==> src/rtl/scl_gen_pkg.sv <==
package scl_gen_pkg;
  typedef enum logic [1:0] {
    PH_IDLE = 2'd0,
    PH_LOW  = 2'd1,
    PH_HIGH = 2'd2
  } phase_e;
endpackage

==> src/rtl/scl_phase_calc.sv <==
// Combinational phase lengths from divisor and speed select.
module scl_phase_calc #(
  parameter int DIV_W = 11,
  parameter int CNT_W = DIV_W + 1
) (
  input  logic [DIV_W-1:0] div_val,
  input  logic             fast_sel,
  output logic [CNT_W-1:0] low_len,
  output logic [CNT_W-1:0] high_len,
  output logic [CNT_W-1:0] mid_pos
);
  logic [CNT_W-1:0] n_val;

  always_comb begin
    n_val = CNT_W'(div_val) + CNT_W'(1);
    if (fast_sel) begin
      low_len  = n_val;
      high_len = ((n_val + CNT_W'(1)) >> 1) + CNT_W'(2);
    end else begin
      low_len  = n_val + CNT_W'(1);
      high_len = n_val + CNT_W'(1);
    end
    mid_pos = low_len >> 1;
  end
endmodule

==> src/rtl/scl_phase_ctr.sv <==
// Phase sequencer: latches lengths at each period start.
module scl_phase_ctr
  import scl_gen_pkg::*;
#(
  parameter int CNT_W = 12
) (
  input  logic             clk,
  input  logic             rst_n,
  input  logic             en,
  input  logic             hold,
  input  logic [CNT_W-1:0] low_in,
  input  logic [CNT_W-1:0] high_in,
  input  logic [CNT_W-1:0] mid_in,
  output phase_e           phase,
  output logic [CNT_W-1:0] cnt,
  output logic [CNT_W-1:0] cur_low,
  output logic             drive_low,
  output logic             strb_low,
  output logic             strb_mid,
  output logic             strb_high
);
  phase_e           phase_q, phase_d;
  logic [CNT_W-1:0] cnt_q, cnt_d;
  logic [CNT_W-1:0] low_q, high_q, mid_q;
  logic             cfg_load;
  logic             hentry_q, hentry_d;

  always_comb begin
    phase_d  = phase_q;
    cnt_d    = cnt_q;
    cfg_load = 1'b0;
    if (!en) begin
      phase_d = PH_IDLE;
      cnt_d   = '0;
    end else begin
      case (phase_q)
        PH_IDLE: begin
          phase_d  = PH_LOW;
          cnt_d    = '0;
          cfg_load = 1'b1;
        end
        PH_LOW: begin
          if (cnt_q == low_q - CNT_W'(1)) begin
            phase_d = PH_HIGH;
            cnt_d   = '0;
          end else begin
            cnt_d = cnt_q + CNT_W'(1);
          end
        end
        PH_HIGH: begin
          if (!hold) begin
            if (cnt_q == high_q - CNT_W'(1)) begin
              phase_d  = PH_LOW;
              cnt_d    = '0;
              cfg_load = 1'b1;
            end else begin
              cnt_d = cnt_q + CNT_W'(1);
            end
          end
        end
        default: begin
          phase_d = PH_IDLE;
          cnt_d   = '0;
        end
      endcase
    end
    hentry_d = (phase_q == PH_LOW) && (phase_d == PH_HIGH);
  end

  always_ff @(posedge clk or negedge rst_n) begin
    if (!rst_n) begin
      phase_q  <= PH_IDLE;
      cnt_q    <= '0;
      hentry_q <= 1'b0;
    end else begin
      phase_q  <= phase_d;
      cnt_q    <= cnt_d;
      hentry_q <= hentry_d;
    end
  end

  always_ff @(posedge clk or negedge rst_n) begin
    if (!rst_n) begin
      low_q  <= '0;
      high_q <= '0;
      mid_q  <= '0;
    end else if (cfg_load) begin
      low_q  <= low_in;
      high_q <= high_in;
      mid_q  <= mid_in;
    end
  end

  assign phase     = phase_q;
  assign cnt       = cnt_q;
  assign cur_low   = low_q;
  assign drive_low = (phase_q == PH_LOW);
  assign strb_low  = (phase_q == PH_LOW) && (cnt_q == '0);
  assign strb_mid  = (phase_q == PH_LOW) && (cnt_q == mid_q);
  assign strb_high = hentry_q;
endmodule

==> src/rtl/scl_period_gen.sv <==
module scl_period_gen
  import scl_gen_pkg::*;
#(
  parameter int LO_BITS = 5,
  parameter int HI_BITS = 6,
  parameter int BYTE_W  = 8
) (
  input  logic              clk,
  input  logic              rst_n,
  input  logic [BYTE_W-1:0] ctl_byte,
  input  logic [BYTE_W-1:0] ext_byte,
  input  logic [BYTE_W-1:0] freq_byte,
  input  logic              freq_load,
  input  logic              hold_in,
  output logic              scl_drive_low,
  output logic              tick_low,
  output logic              tick_mid,
  output logic              tick_high,
  output logic [BYTE_W-1:0] range_code
);
  localparam int DIV_W  = LO_BITS + HI_BITS;
  localparam int CNT_W  = DIV_W + 1;
  localparam int EN_BIT = LO_BITS;
  localparam int FM_BIT = LO_BITS + 1;

  logic [1:0]        rst_sync_q;
  logic              rst_sync_n;
  logic [DIV_W-1:0]  div_val;
  logic [CNT_W-1:0]  low_len, high_len, mid_pos;
  logic [CNT_W-1:0]  cnt_w, cur_low_w;
  phase_e            phase_w;
  logic [BYTE_W-1:0] range_q;

  // Reset asserts at once and releases on the clock.
  always_ff @(posedge clk or negedge rst_n) begin
    if (!rst_n) rst_sync_q <= 2'b00;
    else        rst_sync_q <= {rst_sync_q[0], 1'b1};
  end
  assign rst_sync_n = rst_sync_q[1];

  assign div_val = {ext_byte[HI_BITS-1:0], ctl_byte[LO_BITS-1:0]};

  scl_phase_calc #(.DIV_W(DIV_W), .CNT_W(CNT_W)) u_calc (
    .div_val  (div_val),
    .fast_sel (ctl_byte[FM_BIT]),
    .low_len  (low_len),
    .high_len (high_len),
    .mid_pos  (mid_pos)
  );

  scl_phase_ctr #(.CNT_W(CNT_W)) u_ctr (
    .clk       (clk),
    .rst_n     (rst_sync_n),
    .en        (ctl_byte[EN_BIT]),
    .hold      (hold_in),
    .low_in    (low_len),
    .high_in   (high_len),
    .mid_in    (mid_pos),
    .phase     (phase_w),
    .cnt       (cnt_w),
    .cur_low   (cur_low_w),
    .drive_low (scl_drive_low),
    .strb_low  (tick_low),
    .strb_mid  (tick_mid),
    .strb_high (tick_high)
  );

  always_ff @(posedge clk or negedge rst_sync_n) begin
    if (!rst_sync_n)    range_q <= '0;
    else if (freq_load) range_q <= freq_byte;
  end
  assign range_code = range_q;
endmodule

==> config.mk <==
export PLATFORM = sky130hd
export DESIGN_NAME = scl_period_gen
export DESIGN_NICKNAME = d
export VERILOG_FILES = /design/src/rtl/scl_gen_pkg.sv /design/src/rtl/scl_phase_calc.sv /design/src/rtl/scl_phase_ctr.sv /design/src/rtl/scl_period_gen.sv
export SDC_FILE = /design/constraint.sdc
export NUM_CORES = 1
export LEC_CHECK = 0
export ABC_AREA = 1
export BUFFER_PORTS_ARGS = -buffer_cell sky130_fd_sc_hd__buf_2
export CELL_PAD_IN_SITES_DETAIL_PLACEMENT = 2
export CELL_PAD_IN_SITES_GLOBAL_PLACEMENT = 2
export CORE_UTILIZATION = 30
export CTS_CLUSTER_DIAMETER = 150
export CTS_CLUSTER_SIZE = 28
export DETAILED_ROUTE_END_ITERATION = 8
export PLACE_DENSITY = 0.76
export SETUP_SLACK_MARGIN = 0.2
export SKIP_CTS_REPAIR_TIMING = 1
export SYNTH_ARGS = -nofsm -noshare
export SYNTH_HDL_FRONTEND = slang
export SYNTH_SLANG_ARGS = --single-unit
==> constraint.sdc <==
create_clock -name clk -period 1.6 [get_ports clk]
set_input_delay 0.24 -clock clk [delete_from_list [all_inputs] [get_ports clk]]
set_output_delay 0.24 -clock clk [all_outputs]
set_load 0.02 [all_outputs]
==> results of run 1 <==
where the power goes:
part           switching (mW)  total (mW)  internal (mW)
Sequential              0.167        1.53           1.36
Clock                   0.575        1.17          0.593
Combinational            1.30        2.23          0.931
critical path, cell delays in order, from the launching register on:
cell and delay (ns):
dfrtp_1 0.42, inv_2 0.08, ha_4 0.15, nand2_2 0.07, nor2_4 0.16, nand2_2 0.09
buf_4 0.13, nand3_1 0.05, nand2_1 0.06, o21ai_1 0.13, nor2_1 0.10, nand2_2 0.13
o21ai_2 0.10, buf_4 0.15, nand2_2 0.07, nand2_4 0.06, buf_6 0.14, o22ai_1 0.28
synthesized netlist by cell type (all sizes together):
library cell	n
a21boi	1
a21oi	6
and2	1
buf	13
clkbuf	7
clkinv	2
conb	1
dfrtp	49
ha	12
inv	71
mux2	8
nand2	227
nand3	55
nand3b	3
nand4	14
nor2	63
nor3	5
nor4	2
o2111ai	2
o21a	1
o21ai	43
o21bai	1
o22ai	11
or2	4
xnor2	11
xor2	19
layout make-up:
type / count / share of cell area
clock buffers: 5 / 0.02088
clock inverters: 3 / 0.004385
inverters: 73 / 0.04698
multi-input cells: 490 / 0.4696
flip-flops and latches: 49 / 0.2067
well taps: 176 / 0.03675
repair buffers: 168 / 0.2147
through the flow:
stage,cell area (µm²),instances,setup WS [ns],util
after CTS,5625,951,-0.8672,0.4214
final,5992,964,-0.8861,0.4489
after floorplan,4313,632,-0.4530,-
after detailed placement,5474,943,-0.7847,0.4101
after global routing,5992,964,-1.031,0.4489
after global placement,5474,943,-0.6126,0.4101
per-layer routing:
| metal | share of wire | GRT usage | up-vias |
|---|---|---|---|
| li1 | - | - | 2317 |
| met1 | 0.38 | 0.2818 | 2506 |
| met2 | 0.55 | 0.5238 | 120 |
| met3 | 0.023 | 0.02804 | 63 |
| met4 | 0.052 | 0.1063 | 0 |
| met5 | 0 | 0 | - |
placed cells by master, fill, tap and decap left out, types with 9 or more instances in the layout:
| cell | n |
|---|---|
| nand2_1 | 191 |
| buf_4 | 121 |
| inv_1 | 60 |
| nand3_1 | 51 |
| nor2_1 | 44 |
| dfrtp_1 | 39 |
| buf_2 | 34 |
| nand2_2 | 31 |
| o21ai_0 | 30 |
| xor2_1 | 18 |
| nor2_2 | 13 |
| nand4_1 | 12 |
| dfrtp_2 | 10 |
| o21ai_1 | 9 |
| o22ai_1 | 9 |
final timing paths:
check | slack (ns) | cells after the start | end
max | -0.89 | 17 | u_ctr.cnt[9]$_DFFE_PN0P_
min | 0.16 | 2 | range_code[2]$_DFFE_PN0P_
max reg2reg | -0.89 | 17 | u_ctr.cnt[9]$_DFFE_PN0P_
min reg2reg | 0.27 | 1 | u_ctr.phase[0]$_DFF_PN0_
max in group asynchronous | 1.07 | 1 | u_ctr.cnt[4]$_DFFE_PN0P_
min in group asynchronous | 0.25 | 2 | rst_sync_q[1]$_DFF_PN0_
registers in the layout, summed over array words and instances, names as in the netlist:
name and cells:
rst_sync_q 2, u_ctr.strb_high 1, range_code 8, u_ctr.high_q 12, u_ctr.cur_low 12, u_ctr.cnt 12
u_ctr.phase 2
kinds of logic (layout without fill, tap and decap cells):
| logic type | Yosys count | in the layout | share of synthesized area |
|---|---|---|---|
| other | 1 | 1 | 0.0009027 |
| buffers and inverters | 93 | 249 | 0.09729 |
| DFF | 49 | 49 | 0.2952 |
| and+or+nand+nor | 374 | 374 | 0.3940 |
| muxes | 8 | 8 | 0.02169 |
| xor gates and xnor gates | 30 | 30 | 0.06325 |
| adders and majority gates | 12 | 12 | 0.03614 |
| AOI/OAI and AO/OA | 65 | 65 | 0.09157 |
==> key figures, run 1 <==
Setup path
  • Reg2reg start: u_ctr.cur_low[1]$_DFFE_PN0P_
  • Worst path arrival time: 2.67 ns
  • CP Max Fanout: 7
  • Crit Path Class: reg2reg
  • Worst Setup End Kind: flop
  • Critical Path Source Type: flop
  • Worst setup path start: u_ctr.cur_low[1]$_DFFE_PN0P_
  • Worst Path Required: 1.78 ns

Route
  • Detailed Route Iter0 Violations: ~190
  • Antenna viol nets, final: 0
  • Vias per cell: roughly 5.2
  • Routed WL per cell: 21.70 µm
  • Vias: 5006
  • DRT Pass-1 Iters: 4
  • Routed WL: 20920 µm
  • DRC: 0

Yosys
  • Biggest area consumer among synthesized cells: dfrtp_1
  • Synth cell types: about 40
  • Synthesis Warnings: 0
  • Yosys reg bits: 49
  • Avg Cell Area, Syn: 6.573 µm²
  • Syn nets: 672
  • Leading post-synthesis cells by cell area: dfrtp_1, nand2_1, nand3_1
  • Mapped cell area: slightly above 4000 µm²
  • Synth Instances: 632
  • Post-synthesis sequential area ratio: 0.2952
  • Share of the synthesized area in the top cell type: 0.2952

Cells and area
  • Area growth syn-to-layout: 44.25%
  • Footprint of the multi-input gates: 2814 µm²
  • Register Area: 1239 µm²
  • Filler cells: 1611
  • Fin nets: 827
  • Fraction of layout cells with a size suffix above 1: 0.3668
  • N_diodes: 0

Floorplanning
  • Die Ht: 119.7 µm
  • Initial core utilization: 0.3112
  • Core area: between 10000 and 15000 µm²
  • Die Wd: 119.7 µm
  • Die ar.: 14320 µm²
  • # rows: 42
  • IO Count: 40

Min path
  • Min-Delay Startpoint: freq_byte[2]
  • Min-delay worst type: in2reg

Power and ir drop
  • Worst vdd ir: 0.3629 mV
  • PnR Total Power: between 4 and 5 mW
  • Leak Pwr: 3.035 nW
  • Cell Pwr Density: 821.9 nW/µm²

Clock network
  • Worst skew pair latency: 0.31 ns
  • CTS clock-pin slew for the worst setup and hold paths: around 0.08 ns
  • CTS tree: done
  • Clk sink count: 49
  • Clock Tree Buf Depth: 2
  • CTS Buf Count: 5
  • Root Driver: clkbuf_16
  • Max H-tree Level: 2

Global route
  • All-Layer GR Usage: 0.2649
  • Vias in the first global route: 5571
  • Antenna violations before repair: 0
  • Largest net degree at the start of global routing: 48
  • First-pass GRT wire length: ~29000 µm
  • Congestion Overflow GR: 0

Timing
  • RSZ-0062 raised after global routing: true
  • Hold Vio Cnt, Final: 0
  • Max frequency: 402.2 MHz
  • Final WS setup: -0.8861 ns
  • Final setup viols: 41
  • Max_slew headroom: 0.5646
  • Slew @ Worst Pin: 0.6524 ns
  • Min Tclk post-route: between 2 and 2.5 ns
  • Fin crit share: 1.554
  • Final max-slew violation count: 0
  • Clock Skew: 0.01209 ns
  • WHS: 0.1598 ns
  • Sum Neg Setup Slack: -31.31 ns

Placement
  • Final Wtd Congestion: 0.8463
  • Hpwl dp: 14650 µm
  • I/O Buffers: 36

Job
  • Maxcap violations: 0

Outcome
  • Failing checks: setup timing
  • Outcome: finished with violations
Note: power is estimated with default switching activity, not from simulation.
==> inputs of run 2 (changes only) <==
- SETUP_SLACK_MARGIN: 0.2 -> default
==> key figures, run 2 (synthesis gave the netlist of run 1 again) <==
Global route
  • Antenna violations before repair: 0 (unchanged)
  • Vias in the first global route: 5446 (was 5571)
  • Largest net degree at the start of global routing: 48 (unchanged)
  • Congestion Overflow GR: 0 (unchanged)
  • First-pass GRT wire length: 28320 µm (was 29420 µm)
  • All-Layer GR Usage: 0.2531 (was 0.2649)

Setup path
  • Worst path arrival time: 2.74 ns (was 2.67 ns)
  • Worst path most repeated cell: nand2_1 (was nand2_2)
  • Reg2reg start: u_ctr.cur_low[2]$_DFFE_PN0P_ (was u_ctr.cur_low[1]$_DFFE_PN0P_)
  • Crit Path Class: reg2reg (unchanged)
  • Critical Path Source Type: flop (unchanged)
  • CP Buf/Inv Count: 2 (was 4)
  • CP Max Fanout: 6 (was 7)
  • Crit-path max cell delay: 0.49 ns (was 0.42 ns)
  • Worst Path Required: 1.81 ns (was 1.78 ns)
  • Reg-to-Reg End: u_ctr.strb_high$_DFF_PN0_ (was u_ctr.cnt[9]$_DFFE_PN0P_)
  • Worst Setup End Kind: flop (unchanged)
  • R2R depth: 15 (was 17)
  • R2R Setup Slk: -0.93 ns (was -0.89 ns)
  • Worst path slowest cell: dfrtp_2 (was dfrtp_1)
  • Crit path cell chain: nor2_4 -> buf_4 -> nand3_1 -> nand2_1 -> nand2_1 -> nand2_1 -> o21ai_0 -> nor2_1 -> nand2_2 -> o21ai_4 -> nand2_2 -> buf_6 -> nand2_4 -> nand3_2 -> nor2_1 (was inv_2 -> ha_4 -> nand2_2 -> nor2_4 -> nand2_2 -> buf_4 -> nand3_1 -> nand2_1 -> o21ai_1 -> nor2_1 -> nand2_2 -> o21ai_2 -> buf_4 -> nand2_2 -> nand2_4 -> buf_6 -> o22ai_1)
  • CP top delay family: simple AND/OR/NAND/NOR gates (unchanged)
  • Worst setup path start: u_ctr.cur_low[2]$_DFFE_PN0P_ (was u_ctr.cur_low[1]$_DFFE_PN0P_)

Power and ir drop
  • Net Sw Frac: 0.4074 (was 0.4139)
  • Worst vdd ir: 0.5541 mV (was 0.3629 mV)
  • Clock share of power: 0.254 (was 0.237)
  • Cell Pwr Density: 840.4 nW/µm² (was 821.9 nW/µm²)
  • Sequential share of power: 0.299 (was 0.311)
  • Psw: 2.105 mW (was 2.038 mW)
  • P_int: 3.062 mW (was 2.886 mW)
  • Comb pwr share: 0.447 (was 0.452)
  • Leak Pwr: 3.054 nW (was 3.035 nW)

Route
  • DRT Pass-1 Iters: 4 (unchanged)
  • DRC: 0 (unchanged)
  • Vias: 5063 (was 5006)
  • Detailed Route Iter0 Violations: 218 (was 192)
  • Antenna viol nets, final: 0 (unchanged)
  • Routed WL: 22150 µm (was 20920 µm)
  • Routed WL per cell: 22.91 µm (was 21.70 µm)
  • Vias per cell: 5.236 (was 5.193)

Timing
  • Fin crit share: 1.581 (was 1.554)
  • Final WS setup: -0.9295 ns (was -0.8861 ns)
  • Final setup viols: 41 (unchanged)
  • Final max-slew violation count: 0 (unchanged)
  • Hold Vio Cnt, Final: 0 (unchanged)
  • Max frequency: 395.3 MHz (was 402.2 MHz)
  • RSZ-0062 raised after global routing: true (unchanged)
  • Min Tclk post-route: 2.530 ns (was 2.486 ns)
  • Clock Skew: 0.01248 ns (was 0.01209 ns)

Min path
  • Min-delay worst type: in2reg (unchanged)
  • Min-Delay Startpoint: freq_byte[7] (was freq_byte[2])
  • Endpoint, Worst Hold: range_code[7]$_DFFE_PN0P_ (was range_code[2]$_DFFE_PN0P_)
  • Worst Hold Depth: 2 (unchanged)

Outcome
  • Failing checks: setup timing (unchanged)
  • Outcome: finished with violations (unchanged)

Placement
  • Final Wtd Congestion: 0.8456 (was 0.8463)
  • Dpl ws: -0.9252 ns (was -0.7847 ns)
  • Placed cell area: 5456 µm² (was 5474 µm²)
  • I/O Buffers: 36 (unchanged)
  • Hpwl dp: 13670 µm (was 14650 µm)

Clock network
  • CTS clock-pin slew for the worst setup and hold paths: 0.08 ns (about the same)
  • Clock Tree Buf Depth: 2 (unchanged)
  • Root Driver: clkbuf_16 (unchanged)
  • Worst skew pair latency: 0.32 ns (was 0.31 ns)
  • CTS Buf Count: 5 (unchanged)
  • CTS tree: done (unchanged)
  • Clk sink count: 49 (unchanged)
  • Max H-tree Level: 2 (unchanged)

Floorplanning
  • Die Ht: 119.7 µm (unchanged)
  • Die Wd: 119.7 µm (unchanged)
  • # rows: 42 (unchanged)
  • Die ar.: 14320 µm² (unchanged)
  • IO Count: 40 (unchanged)
  • Initial core utilization: 0.3112 (unchanged)
  • Core area: 13350 µm² (unchanged)

Cells and area
  • Most frequent cells in the layout: nand2_1, buf_4, inv_1, nand3_1, nor2_1 (unchanged)
  • N_diodes: 0 (unchanged)
  • Fraction of layout cells with a size suffix above 1: 0.3970 (was 0.3668)
  • Final instance area: 6148 µm² (was 5992 µm²)
  • Area growth syn-to-layout: 48.01% (was 44.25%)
  • Commonest non-fill, non-tap cell in the layout: nand2_1 (unchanged)
  • Fin nets: 830 (was 827)

Job
  • Maxcap violations: 0 (unchanged)
## run 2: cell types whose count changed in the layout (fill, tap and decap cells not counted), sizes merged
cell	before	now
clkinvlp	2	0
clkbuf	7	5
inv	72	73
buf	165	170
bufinv	0	1
## run 2: worst register-to-register path, cell delays in order (launching register included)
cell	delay (ns)
dfrtp_2	0.49
nor2_4	0.13
buf_4	0.13
nand3_1	0.06
nand2_1	0.06
nand2_1	0.20
nand2_1	0.16
o21ai_0	0.13
nor2_1	0.16
nand2_2	0.13
o21ai_4	0.23
nand2_2	0.12
buf_6	0.14
nand2_4	0.06
nand3_2	0.07
nor2_1	0.18
## run 2: metrics by stage
step | cells | TNS (ns) | util | hold slack, ns | power [mW]
after detailed placement | 945 | -27.00 | 0.4088 | 0.02583 | 3.357
final | 967 | -32.11 | 0.4606 | 0.1680 | 5.167
after global routing | 967 | -37.21 | 0.4606 | 0.1679 | 5.384
after floorplan | 632 | -13.00 | - | -0.05559 | 2.539
after CTS | 953 | -31.36 | 0.4214 | -0.2936 | 4.694
after global placement | 945 | -20.62 | 0.4088 | 0.02419 | 3.205
## run 2: worst max path at each step
stage / cells after the start / to / slack [ns]
after floorplan: 16 / u_ctr.high_q[9]$_DFFE_PN0P_ / -0.45
after global placement: 16 / u_ctr.cur_low[9]$_DFFE_PN0P_ / -0.71
after detailed placement: 16 / u_ctr.cur_low[9]$_DFFE_PN0P_ / -0.93
after CTS: 15 / u_ctr.cnt[8]$_DFFE_PN0P_ / -0.91
after global routing: 15 / u_ctr.strb_high$_DFF_PN0_ / -1.10
final: 15 / u_ctr.strb_high$_DFF_PN0_ / -0.93
## run 2: cell type report
cell class | count | area [µm²]
Timing Repair Buffer | 171 | 1290
Fill cell | 1595 | 7199
Multi-Input combinational cell | 490 | 2944
Tap cell | 176 | 220.2
Clock inverter | 3 | 43.79
Sequential cell | 49 | 1246
Clock buffer | 5 | 125.1
Inverter | 73 | 279.0
## run 2: power groups by stage
| stage | Sequential [mW] | Clock [mW] | Combinational (mW) |
|---|---|---|---|
| 5_1_grt | 1.56 | 1.37 | 2.46 |
| 3_3_place_gp | 1.51 | 0 | 1.69 |
| 2_1_floorplan | 1.53 | 0 | 1.01 |
| 3_5_place_dp | 1.52 | 0 | 1.83 |
| 6_report | 1.55 | 1.31 | 2.31 |
| 4_1_cts | 1.50 | 1.29 | 1.90 |
## run 2: layer usage
layer | routed length [µm] | vias up | share of wire | track usage
li1 | - | 2321 | - | -
met1 | 8320 | 2529 | 0.38 | 0.2848
met2 | 11820 | 137 | 0.53 | 0.4989
met3 | 739 | 76 | 0.033 | 0.02234
met4 | 1272 | 0 | 0.057 | 0.07109
met5 | 0 | - | 0 | 0
==> inputs of run 3 (changes only) <==
- CORE_UTILIZATION: 30 -> 36
- PLACE_DENSITY: 0.76 -> 0.86
- clock period: 1.6 -> 3.2 ns (I/O delays scaled with it)
==> key figures, run 3 (synthesis gave the netlist of run 1 again) <==
Placement
  • Hpwl dp: 10790 µm (was 13670 µm)
  • I/O Buffers: 36 (unchanged)
  • Final Wtd Congestion: 0.7889 (was 0.8456)
  • Dpl ws: 0.4019 ns (was -0.9252 ns)
  • Placed cells: 788 (was 945)
  • Placed cell area: 4380 µm² (was 5456 µm²)

Route
  • DRT Pass-1 Iters: 4 (unchanged)
  • Detailed Route Iter0 Violations: 89 (was 218)
  • Routed WL per cell: 17.51 µm (was 22.91 µm)
  • Routed WL: 13960 µm (was 22150 µm)
  • Antenna viol nets, final: 0 (unchanged)
  • Vias: 4225 (was 5063)
  • DRC: 0 (unchanged)
  • Vias per cell: 5.301 (was 5.236)

Global route
  • Congestion Overflow GR: 0 (unchanged)
  • Largest net degree at the start of global routing: 48 (unchanged)
  • Vias in the first global route: 4654 (was 5446)
  • First-pass GRT wire length: 23060 µm (was 28320 µm)
  • All-Layer GR Usage: 0.2492 (was 0.2531)
  • Antenna violations before repair: 0 (unchanged)

Cells and area
  • Register Area: 1227 µm² (was 1246 µm²)
  • Footprint of the multi-input gates: 2524 µm² (was 2944 µm²)
  • Area growth syn-to-layout: 9.729% (was 48.01%)
  • N_diodes: 0 (unchanged)
  • Post-route insts no fill: 797 (was 967)
  • Final instance area: 4558 µm² (was 6148 µm²)
  • Filler cells: 1362 (was 1595)
  • Most frequent cells in the layout: nand2_1, inv_1, nand3_1, nor2_1, dfrtp_1 (was nand2_1, buf_4, inv_1, nand3_1, nor2_1)
  • Fin nets: 696 (was 830)
  • Final Util: 0.4132 (was 0.4606)
  • Fraction of layout cells with a size suffix above 1: 0.1263 (was 0.3970)
  • Commonest non-fill, non-tap cell in the layout: nand2_1 (unchanged)

Timing
  • Slew @ Worst Pin: 1.061 ns
  • Final max-slew violation count: 0 (unchanged)
  • Max_slew headroom: 0.2927
  • RSZ-0062 raised after global routing: false (was true)
  • WHS: 0.3550 ns (was 0.1680 ns)
  • Hold Vio Cnt, Final: 0 (unchanged)
  • Sum Neg Setup Slack: 0 ns (was -32.11 ns)
  • Final WS setup: 0.3409 ns (was -0.9295 ns)
  • Fin crit share: 0.8935 (was 1.581)
  • Final setup viols: 0 (was 41)
  • Max frequency: 349.8 MHz (was 395.3 MHz)
  • Min Tclk post-route: 2.859 ns (was 2.530 ns)
  • Clock Skew: 0.005907 ns (was 0.01248 ns)

Floorplanning
  • # rows: 38 (was 42)
  • IO Count: 40 (unchanged)
  • Core area: 11030 µm² (was 13350 µm²)
  • Die Wd: 109.4 µm (was 119.7 µm)
  • Die ar.: 11970 µm² (was 14320 µm²)
  • Die Ht: 109.4 µm (was 119.7 µm)
  • Initial core utilization: 0.3766 (was 0.3112)

Setup path
  • Crit Path Class: reg2reg (unchanged)
  • Worst path most repeated cell: nand2_1 (unchanged)
  • Worst path slowest cell: dfrtp_1 (was dfrtp_2)
  • Worst Path Required: 3.34 ns (was 1.81 ns)
  • Crit path cell chain: inv_1 -> ha_1 -> nand2_1 -> nor2_1 -> nand4_1 -> nand2_1 -> nand2_1 -> nor2_1 -> nand2_1 -> o21ai_2 -> nand2_1 -> nand2_1 -> o22ai_1 (was nor2_4 -> buf_4 -> nand3_1 -> nand2_1 -> nand2_1 -> nand2_1 -> o21ai_0 -> nor2_1 -> nand2_2 -> o21ai_4 -> nand2_2 -> buf_6 -> nand2_4 -> nand3_2 -> nor2_1)
  • Worst Setup End Kind: flop (unchanged)
  • CP Max Fanout: 12 (was 6)
  • Worst path arrival time: 2.99 ns (was 2.74 ns)
  • Crit-path max cell delay: 0.40 ns (was 0.49 ns)
  • Critical Path Source Type: flop (unchanged)

Power and ir drop
  • PnR Total Power: 2.025 mW (was 5.167 mW)
  • Cell Pwr Density: 444.3 nW/µm² (was 840.4 nW/µm²)
  • Leak Pwr: 2.332 nW (was 3.054 nW)
  • Worst vdd ir: 0.1730 mV (was 0.5541 mV)

Clock network
  • Root Driver: clkbuf_16 (unchanged)
  • CTS Buf Count: 5 (unchanged)
  • Clock Tree Buf Depth: 2 (unchanged)
  • Worst skew pair latency: 0.30 ns (was 0.32 ns)
  • CTS tree: done (unchanged)
  • Max H-tree Level: 2 (unchanged)
  • Clk sink count: 49 (unchanged)
  • CTS clock-pin slew for the worst setup and hold paths: 0.07 ns (was 0.08 ns)

Job
  • Maxcap violations: 0 (unchanged)

Outcome
  • Outcome: finished, final reports clean (was finished with violations)

Min path
  • Min-delay worst type: reg2reg (was in2reg)
-- run 3: changes by cell type in the layout (fill, tap and decap cells not counted), moves of 7 or more --
cell	before	now
buf_4	121	0
nand2_1	200	222
nand2_2	22	5
dfrtp_1	33	48
dfrtp_2	16	1
buf_6	13	0
nor2_1	38	51
inv_1	58	69
o22ai_1	0	11
inv_2	12	2
o22ai_2	9	0
nor2_2	16	9
o21ai_0	30	37
-- run 3: final timing paths --
path                       slack [ns]  cells after the start                          from                            end
min in group asynchronous        0.47                      0       rst_sync_q[1]$_DFF_PN0_  u_ctr.cur_low[11]$_DFFE_PN0P_
min                              0.35                      0       rst_sync_q[0]$_DFF_PN0_        rst_sync_q[1]$_DFF_PN0_
max in group asynchronous        2.08                      0       rst_sync_q[1]$_DFF_PN0_       u_ctr.cnt[2]$_DFFE_PN0P_
min reg2reg                      0.35                      0       rst_sync_q[0]$_DFF_PN0_        rst_sync_q[1]$_DFF_PN0_
max reg2reg                      0.34                     13  u_ctr.cur_low[0]$_DFFE_PN0P_       u_ctr.cnt[7]$_DFFE_PN0P_
max                              0.34                     13  u_ctr.cur_low[0]$_DFFE_PN0P_       u_ctr.cnt[7]$_DFFE_PN0P_
-- run 3: critical path, delay by kind of cell (launching register included) --
kind / cells / cell delay [ns]
DFF: 1 / 0.40
buffers and inverters: 1 / 0.15
adders and majority gates: 1 / 0.31
AOI/OAI and AO/OA: 2 / 0.38
and+or+nand+nor: 9 / 1.45
-- run 3: report_power, final --
group	internal [mW]	switching, mW
Combinational	0.216	0.413
Sequential	0.680	0.0985
Clock	0.371	0.246
-- run 3: layer usage --
| layer | wire (µm) | global-route usage |
|---|---|---|
| met2 | 7585 | 0.4969 |
| met5 | 0 | 0 |
| met1 | 5796 | 0.2722 |
| met4 | 314 | 0.07619 |
| met3 | 262 | 0.02608 |
-- run 3: layout make-up --
cell class / count / share of cell area
Sequential cell: 49 / 0.2693
Tap cell: 140 / 0.03843
Multi-Input combinational cell: 490 / 0.5537
Clock inverter: 2 / 0.008509
Inverter: 73 / 0.06012
Clock buffer: 6 / 0.02827
Timing Repair Buffer: 37 / 0.04172
